[src/rtl/rtc_nib_pkg.sv]
package rtc_nib_pkg;

    localparam int NUM_FIELDS = 7;
    localparam int BUS_W      = 8;
    localparam int NIB_W      = 4;
    localparam int PTR_W      = 4;
    localparam int FLAG_W     = BUS_W - PTR_W;

    localparam int IX_SEC  = 0;
    localparam int IX_MIN  = 1;
    localparam int IX_HOUR = 2;
    localparam int IX_WDAY = 3;
    localparam int IX_DAY  = 4;
    localparam int IX_MON  = 5;
    localparam int IX_YEAR = 6;

    typedef logic [7:0] bcd2_t;

    typedef enum logic {
        PORT_CMD  = 1'b0,
        PORT_DATA = 1'b1
    } port_e;

    typedef struct packed {
        logic spare;
        logic hold;
        logic wr;
        logic rd;
    } flag_t;

    typedef struct packed {
        bcd2_t year;
        bcd2_t mon;
        bcd2_t day;
        bcd2_t wday;
        bcd2_t hour;
        bcd2_t min;
        bcd2_t sec;
    } rtc_time_t;

    function automatic bcd2_t to_bcd(input int v);
        bcd2_t r;
        r[7:4] = 4'((v / 10) % 10);
        r[3:0] = 4'(v % 10);
        return r;
    endfunction

    function automatic bcd2_t bcd_inc(input bcd2_t v);
        bcd2_t r;
        if (v[3:0] >= 4'd9) begin
            r[7:4] = v[7:4] + 4'd1;
            r[3:0] = 4'd0;
        end else begin
            r[7:4] = v[7:4];
            r[3:0] = v[3:0] + 4'd1;
        end
        return r;
    endfunction

    function automatic int field_min(input int ix);
        return (ix == IX_DAY || ix == IX_MON) ? 1 : 0;
    endfunction

    function automatic int field_max(input int ix);
        case (ix)
            IX_SEC, IX_MIN: return 59;
            IX_HOUR:        return 23;
            IX_WDAY:        return 6;
            IX_DAY:         return 31;
            IX_MON:         return 12;
            default:        return 99;
        endcase
    endfunction

    // Which field's carry steps field ix; -1 means the gated tick.
    function automatic int carry_src(input int ix);
        case (ix)
            IX_SEC:          return -1;
            IX_MIN:          return IX_SEC;
            IX_HOUR:         return IX_MIN;
            IX_WDAY, IX_DAY: return IX_HOUR;
            IX_MON:          return IX_DAY;
            default:         return IX_MON;
        endcase
    endfunction

endpackage

[src/rtl/rtc_bcd_field.sv]
module rtc_bcd_field
    import rtc_nib_pkg::*;
#(
    parameter int MIN_V = 0,
    parameter int MAX_V = 59,
    parameter int RST_V = 0
) (
    input  logic  clk,
    input  logic  rst,
    input  logic  step,
    output bcd2_t q,
    output logic  carry
);
    localparam bcd2_t MIN_B = to_bcd(MIN_V);
    localparam bcd2_t MAX_B = to_bcd(MAX_V);
    localparam bcd2_t RST_B = to_bcd(RST_V);

    logic at_max;
    assign at_max = (q == MAX_B);
    assign carry  = step && at_max;

    always_ff @(posedge clk) begin
        if (rst) begin
            q <= RST_B;
        end else if (step) begin
            q <= at_max ? MIN_B : bcd_inc(q);
        end
    end


    wrap_to_min_chk: assert property (@(posedge clk) disable iff (rst)
        (step && q == MAX_B) |=> (q == MIN_B));


    step_bcd_chk: assert property (@(posedge clk) disable iff (rst)
        (step && q != MAX_B) |=> (q[3:0] == (($past(q[3:0]) == 4'd9) ? 4'd0 : $past(q[3:0]) + 4'd1)));


    q_range_chk: assert property (@(posedge clk) disable iff (rst)
        (q[3:0] <= 4'd9) && (q >= MIN_B) && (q <= MAX_B));

endmodule

[src/rtl/rtc_time_chain.sv]
module rtc_time_chain
    import rtc_nib_pkg::*;
#(
    parameter int RST_SEC  = 0,
    parameter int RST_MIN  = 0,
    parameter int RST_HOUR = 0,
    parameter int RST_WDAY = 0,
    parameter int RST_DAY  = 1,
    parameter int RST_MON  = 1,
    parameter int RST_YEAR = 0
) (
    input  logic      clk,
    input  logic      rst,
    input  logic      tick,
    input  logic      hold,
    output rtc_time_t time_o
);
    localparam int RST_TAB [NUM_FIELDS] =
        '{RST_SEC, RST_MIN, RST_HOUR, RST_WDAY, RST_DAY, RST_MON, RST_YEAR};

    logic [NUM_FIELDS-1:0] step;
    logic [NUM_FIELDS-1:0] carry;
    bcd2_t                 val [NUM_FIELDS];

    for (genvar i = 0; i < NUM_FIELDS; i++) begin : g_field
        localparam int SRC = carry_src(i);
        if (SRC < 0) begin : g_head
            assign step[i] = tick && !hold;
        end else begin : g_link
            assign step[i] = carry[SRC];
        end
        rtc_bcd_field #(
            .MIN_V(field_min(i)),
            .MAX_V(field_max(i)),
            .RST_V(RST_TAB[i])
        ) u_field (
            .clk  (clk),
            .rst  (rst),
            .step (step[i]),
            .q    (val[i]),
            .carry(carry[i])
        );
    end

    assign time_o = {val[IX_YEAR], val[IX_MON], val[IX_DAY], val[IX_WDAY],
                     val[IX_HOUR], val[IX_MIN], val[IX_SEC]};


    hold_freeze_chk: assert property (@(posedge clk) disable iff (rst)
        hold |=> $stable(time_o));


    idle_stable_chk: assert property (@(posedge clk) disable iff (rst)
        !tick |=> $stable(time_o));


    wday_follows_day_chk: assert property (@(posedge clk) disable iff (rst)
        $changed(val[IX_DAY]) |-> $changed(val[IX_WDAY]));

endmodule

[src/rtl/rtc_digit_mux.sv]
module rtc_digit_mux
    import rtc_nib_pkg::*;
(
    input  logic [PTR_W-1:0] ptr,
    input  rtc_time_t        time_i,
    output logic [NIB_W-1:0] nib
);
    always_comb begin
        case (ptr)
            4'd0:    nib = time_i.sec[3:0];
            4'd1:    nib = time_i.sec[7:4];
            4'd2:    nib = time_i.min[3:0];
            4'd3:    nib = time_i.min[7:4];
            4'd4:    nib = time_i.hour[3:0];
            4'd5:    nib = {1'b1, 1'b0, time_i.hour[5:4]};
            4'd6:    nib = time_i.wday[3:0];
            4'd7:    nib = time_i.day[3:0];
            4'd8:    nib = time_i.day[7:4];
            4'd9:    nib = time_i.mon[3:0];
            4'd10:   nib = time_i.mon[7:4];
            4'd11:   nib = time_i.year[3:0];
            4'd12:   nib = time_i.year[7:4];
            default: nib = '0;
        endcase
    end


    always_comb begin
        if (ptr == 4'd5) begin
            hour_flag_chk: assert (nib[3] && !nib[2]);
        end
    end


    always_comb begin
        if (ptr > 4'd12) begin
            high_ptr_zero_chk: assert (nib == '0);
        end
    end

endmodule

[src/rtl/rtc_nibble_port.sv]
module rtc_nibble_port
    import rtc_nib_pkg::*;
#(
    parameter int RST_SEC  = 0,
    parameter int RST_MIN  = 0,
    parameter int RST_HOUR = 0,
    parameter int RST_WDAY = 0,
    parameter int RST_DAY  = 1,
    parameter int RST_MON  = 1,
    parameter int RST_YEAR = 0
) (
    input  logic       clk,
    input  logic       rst,
    input  logic       reg_sel,
    input  logic       wr_en,
    input  logic [7:0] wr_data,
    input  logic       tick_1s,
    output logic [7:0] rd_data,
    output logic [3:0] flags
);
    logic [PTR_W-1:0] ptr_q;
    flag_t            flag_q;
    rtc_time_t        now;
    logic [NIB_W-1:0] nib;
    logic             cmd_wr;

    assign cmd_wr = wr_en && (port_e'(reg_sel) == PORT_CMD);

    always_ff @(posedge clk) begin
        if (rst) begin
            ptr_q  <= '0;
            flag_q <= '0;
        end else if (cmd_wr) begin
            ptr_q  <= wr_data[PTR_W-1:0];
            flag_q <= flag_t'(wr_data[BUS_W-1:PTR_W]);
        end
    end

    rtc_time_chain #(
        .RST_SEC (RST_SEC),
        .RST_MIN (RST_MIN),
        .RST_HOUR(RST_HOUR),
        .RST_WDAY(RST_WDAY),
        .RST_DAY (RST_DAY),
        .RST_MON (RST_MON),
        .RST_YEAR(RST_YEAR)
    ) u_chain (
        .clk   (clk),
        .rst   (rst),
        .tick  (tick_1s),
        .hold  (flag_q.hold),
        .time_o(now)
    );

    rtc_digit_mux u_mux (
        .ptr   (ptr_q),
        .time_i(now),
        .nib   (nib)
    );

    assign rd_data = (port_e'(reg_sel) == PORT_CMD) ? {BUS_W{1'b1}}
                                                    : {{(BUS_W-NIB_W){1'b0}}, nib};
    assign flags   = flag_q;


    cmd_load_chk: assert property (@(posedge clk) disable iff (rst)
        (wr_en && !reg_sel) |=> (flags == $past(wr_data[7:4])));


    data_write_inert_chk: assert property (@(posedge clk) disable iff (rst)
        (wr_en && reg_sel) |=> $stable(flags) && $stable(ptr_q));


    cmd_read_ff_chk: assert property (@(posedge clk) disable iff (rst)
        !reg_sel |-> (rd_data == 8'hFF));

endmodule

[config.mk]
export PLATFORM = sky130hd
export DESIGN_NAME = rtc_nibble_port
export DESIGN_NICKNAME = d
export VERILOG_FILES = /design/src/rtl/rtc_nib_pkg.sv /design/src/rtl/rtc_bcd_field.sv /design/src/rtl/rtc_time_chain.sv /design/src/rtl/rtc_digit_mux.sv /design/src/rtl/rtc_nibble_port.sv
export SDC_FILE = /design/constraint.sdc
export NUM_CORES = 1
export LEC_CHECK = 0
export BUFFER_PORTS_ARGS = -buffer_cell sky130_fd_sc_hd__buf_2
export CORE_UTILIZATION = 30
export DETAILED_ROUTE_END_ITERATION = 6
export MAX_ROUTING_LAYER = met4
export PLACE_DENSITY = 0.54
export SLEW_MARGIN = 0
export SYNTH_ARGS = -nofsm -noshare
export SYNTH_HDL_FRONTEND = slang
export SYNTH_SLANG_ARGS = --single-unit
[constraint.sdc]
create_clock -name clk -period 2.97 [get_ports clk]
set_clock_uncertainty 0.05 [all_clocks]
set_input_delay 0.891 -clock clk [delete_from_list [all_inputs] [get_ports clk]]
set_output_delay 0.891 -clock clk [all_outputs]
set_load 0.01 [all_outputs]
After elaboration in Yosys (flattened, before gate mapping) --
Index checks and enable logic that the tools add are counted.
Operators by class: equality and inequality tests 19, muxes and demuxes 16, add/subtract/negate cells 14, reductions and logical operators 23, magnitude comparators 7, bitwise logic cells 1
Operators with widths (number):
- 8-bit two-way mux | 15
- 4-bit by 1-bit adder with 4-bit output (second input constant) | 14
- 4-bit case mux with 13 select lines | 1
- 4-bit >= comparator (second input constant) | 7
- 4-bit equality test (second input constant) | 5
- 4-bit by 3-bit equality test with 1-bit output (second input constant) | 4
- 8-bit by 6-bit equality test with 1-bit output (second input constant) | 2
- 8-bit by 7-bit equality test with 1-bit output (second input constant) | 2
- 2-bit AND reduction | 7
- 2-bit nonzero test | 7
- 4-bit by 2-bit equality test with 1-bit output (second input constant) | 2
- 8-bit by 3-bit equality test with 1-bit output (second input constant) | 1
- 8-bit by 5-bit equality test with 1-bit output (second input constant) | 1
- 8-bit equality test (second input constant) | 1
- 1-bit logical AND | 7
- 4-bit by 1-bit equality test with 1-bit output (second input constant) | 1
- 4-bit logical NOT | 1
- 1-bit logical NOT | 1
- 1-bit inverter | 1
Storage, ports and cells: output and inout bits 12, bits in registers 64, input bits 13, word-level logic and storage cells 99

Depth between registers and ports, before layout --
depth after elaboration 8, gate-level depth with buffers 9, mapped depth without buffers 6

By module --
A second synthesis with hierarchy kept.
Second synthesis, totals: cell total of the unflattened synthesis 524, area total of the unflattened synthesis 4684.5 sq um
By module, submodules not included:
- rtc_bcd_field at u_chain.g_field[0].u_field ... | instances 2, area an instance 549.3 sq um, cells an instance 61, sequential area each 160.2 sq um
- rtc_bcd_field at u_chain.g_field[3].u_field | instances 1, area an instance 591.8 sq um, cells an instance 61, sequential area each 160.2 sq um
- rtc_bcd_field at u_chain.g_field[6].u_field | instances 1, area an instance 571.8 sq um, cells an instance 62, sequential area each 160.2 sq um
- rtc_digit_mux | instances 1, area an instance 543.0 sq um, cells an instance 79, sequential area each 0.0 sq um
- rtc_bcd_field at u_chain.g_field[5].u_field | instances 1, area an instance 493.0 sq um, cells an instance 53, sequential area each 160.2 sq um
- rtc_bcd_field at u_chain.g_field[2].u_field | instances 1, area an instance 485.5 sq um, cells an instance 51, sequential area each 160.2 sq um
- rtc_bcd_field at u_chain.g_field[4].u_field | instances 1, area an instance 470.5 sq um, cells an instance 52, sequential area each 160.2 sq um
- rtc_nibble_port | instances 1, area an instance 416.6 sq um, cells an instance 43, sequential area each 160.2 sq um
- rtc_time_chain | instances 1, area an instance 13.8 sq um, cells an instance 1, sequential area each 0.0 sq um

Worst setup path before layout --
No wires, ideal clock.
path kind register to output, start point reg ptr_q[2], end point out rd_data[3], data arrival time 1606 ps, stages on the path, launching flop included 5, path slack 423 ps, path buffers 1, data required time 2029 ps, cells stage by stage dfxtp_1 -> clkbuf_1 -> mux4_2 -> a211oi_1 -> o221ai_1
Between the ends: cells in the longest elaborated chain, start to end 3, elaborated cells between the ends (all ways) 15, those cells by class 12 x eq/ne; 2 x mux; 1 x reduce/logical
RTL lines:
- start: declaration | RTL line rtc_nibble_port.sv:21 | logic [PTR_W-1:0] ptr_q;
- start signal: assignment | RTL line rtc_nibble_port.sv:34 | ptr_q <= wr_data[PTR_W-1:0];
- 4-bit equality test, or another cell as far along | RTL line rtc_digit_mux.sv:9 | case (ptr)
- 4-bit case mux with 13 select lines * | RTL line rtc_digit_mux.sv:9
- 8-bit two-way mux * | RTL line rtc_nibble_port.sv:61 | assign rd_data = (port_e'(reg_sel) == PORT_CMD) ? {BUS_W{1'b1}}
- end: declaration | RTL line rtc_nibble_port.sv:18 | output logic [7:0] rd_data,
Every way passes the cells marked *; elsewhere a longest branch is shown, timed or not.

Worst setup path in the final report --
start point reg u_chain.g_field[4].u_field.q[3], end point out rd_data[3]
Between the ends: cells in the longest elaborated chain, start to end 2
RTL lines:
- start: declaration | RTL line rtc_bcd_field.sv:11 | output bcd2_t q,
- start signal: assignment | RTL line rtc_bcd_field.sv:26 | q <= at_max ? MIN_B : bcd_inc(q);
- 4-bit case mux with 13 select lines | RTL line rtc_digit_mux.sv:9
- 8-bit two-way mux | RTL line rtc_nibble_port.sv:61
No other way between the ends.

==> metrics.yaml <==
pin_count: 25
yosysSeqAreaShare: 0.2998
tns_ps: 0
fillers: 1449
post-dp-hpwl_mm: 8.419
ys_warn_count: 0
cts_tree: "done"
nNetsFinal: 573
fmax_mhz: 348.2
crit_arrival_ps: 1930
slew-limit-headroom: 0.5739
irDropWorstVdd_mv: 0.2369
outcome: "finished clean"
drc: 0
grtUsageTotal: 0.1692
cts.sinks: 64
rsz0062_at_grt: "no"
worstSetupStartpointType: "flop"
clk_pin_slew_ps: 60
cts_setup_buffers: 0
synthArstFlopShare: 0
ctsResizeCount: 0
grt_pass1_vias: 3822
clock_latency_ps: 330
synth_flop_cell: "dfxtp_1"
start_util: 0.3079
netlist_instances: 509
final_common_cell: "dfxtp_1"
worst-path-max-fanout: 9
syn_to_final_growth_pct: 14.02
cts_hold_buf: 0
die_w_um: 121.4
htreeDepth: 3
leakage_nw: 1.716
overflow: 0
synthDistinctLibCells: 65
ys_top_cells_by_area: "dfxtp_1 30%, ha_1 11%, a21oi_1 4.4%"
reg2reg_setup_slack_ps: 550
avgSynthCellArea_um2: 8.397
fin_crit_sh: 0.9669
worstPathRequired_ps: 2030
antenna_found_initial: 0
synth_fp_nets: 558
fp.dieArea_mm2: 0.01473
drt_iter0_markers: 229
synth-edff-count: 0
vias: 4000
avgRoutedWirePerCell_um: 16.31
synth.top_cell.area_share: 0.2998
syn_area_mm2: 0.004274
grt_pass1_wl_mm: 19.20
grt_max_degree: 42
maxSlewViolCount: 0
final_cell_mix: "64 x dfxtp_1, 38 x a21oi_1, 36 x ha_1"
worstSetupEndpointType: "primary output"
drv_cap: 0
r2r_end: "u_chain.g_field[6].u_field.q[7]"
hold-path-cell-count: 2
finalSetupViolCount: 0
rows: 43
crit_type: "flop to primary output"
setup_ws_ps: 98.19
ff2ff_path_depth: 5
cts_buffers: 9
utilization: 0.3511
die_y_um: 121.4
max_slew.worst_pin.slew_ps: 638.3
postRouteWirelength_mm: 11.55
min_from: "u_chain.g_field[1].u_field.q[1]"
vias_per_cell: 5.650
powerDensity_mw_per_mm2: 417.2
first_pass_iters: 5
drtAntennaViolNets: 0
worstHoldEndpoint: "u_chain.g_field[1].u_field.q[1]"
core_mm2: 0.01388
cp-startpoint: "u_chain.g_field[4].u_field.q[3]"
post-route-min-period_ps: 2872
crit-reg2reg-launch: "u_chain.g_field[2].u_field.q[0]"
root_buffer: "clkbuf_16"
drive_gt1_frac: 0.1496
gp_congestion: 0.8777
antenna_cells: 0
hold_class: "flop to flop"
hold_viol: 0
portBuffers: 24
yosys_register_bits: 64
pre_cts_ws_ps: 390.2
clockBufferDepth: 2
yosysTopAreaCell: "dfxtp_1"
power by group:
group | internal (mW) | total (mW) | switching [mW]
Sequential | 0.867 | 0.881 | 0.0140
Clock | 0.650 | 1.03 | 0.380
Combinational | 0.0501 | 0.122 | 0.0721
Total | 1.57 | 2.03 | 0.466
sequential cells by signal (all words and copies together) (netlist names):
register,cells
u_chain.g_field.u_field.q,56
ptr_q,4
flags,4
critical path: stages (launching register included):
cell,delay (ps)
dfxtp_1,420
mux4_2,530
a211oi_1,320
o221ai_1,160
buf_2,160
kinds of logic (layout without fill, tap and decap cells):
| kind of cell | Yosys count | count (layout) | synth area share |
|---|---|---|---|
| AND/OR/NAND/NOR | 180 | 180 | 0.2500 |
| AO/OA/AOI/OAI | 132 | 132 | 0.2073 |
| buffers and inverters | 70 | 89 | 0.06879 |
| flip-flops | 64 | 64 | 0.2998 |
| adder cells (fa/ha/maj) | 36 | 36 | 0.1054 |
| multiplexers | 23 | 23 | 0.06060 |
| XOR/XNOR | 4 | 4 | 0.008198 |
worst max path at each step:
stage / end / slack, ps / depth (start not counted)
2_1_floorplan: rd_data[3] / 420 / 4
3_3_place_gp: rd_data[3] / 440 / 4
3_5_place_dp: u_chain.g_field[5].u_field.q[7] / 390 / 6
4_1_cts: rd_data[3] / 100 / 4
5_1_grt: rd_data[2] / 8 / 6
6_report: rd_data[3] / 100 / 4
cell type report:
cell class	count	area [um^2]	share of cell area
repair buffers	42	255.2	0.05237
multi-input cells	375	2699	0.5538
inverters	32	120.1	0.02465
well taps	180	225.2	0.04621
clock buffers	13	280.3	0.05751
clock inverters	2	12.51	0.002567
flip-flops and latches	64	1281	0.2629
metal layers:
| metal | share of wire | GRT usage | vias to the layer above |
|---|---|---|---|
| met4 | 0.023 | 0.07485 | 0 |
| met5 | 0 | - | - |
| li1 | - | - | 1940 |
| met1 | 0.48 | 0.2174 | 1920 |
| met2 | 0.46 | 0.2614 | 120 |
| met3 | 0.041 | 0.02632 | 20 |
through the flow:
step                power [mW]  cells  area, um^2  hold slack (ps)
CTS                      2.056    708        4873            436.9
finish                   2.033    708        4873            439.1
global placement         1.020    693        4581            419.7
global route             2.109    708        4873            458.5
detailed placement       1.021    693        4581            429.4
floorplan               0.9779    509        4274            406.8
cell usage after synthesis (6+ instances only):
| master | count |
|---|---|
| o21ai_0 | 22 |
| dfxtp_1 | 64 |
| nand4_1 | 11 |
| nor2_1 | 27 |
| nor3_1 | 9 |
| clkbuf_1 | 25 |
| o41ai_1 | 6 |
| and2_1 | 8 |
| ha_1 | 36 |
| or3_1 | 6 |
| inv_1 | 31 |
| mux2i_1 | 18 |
| or3b_2 | 6 |
| nor2b_1 | 6 |
| o31ai_1 | 14 |
| nand3_1 | 28 |
| a211oi_1 | 6 |
| nand3b_1 | 10 |
| a21oi_1 | 38 |
| or4_1 | 8 |
| o211ai_1 | 6 |
| nand2_1 | 27 |
No activity file was read; power rests on OpenSTA's default activity.
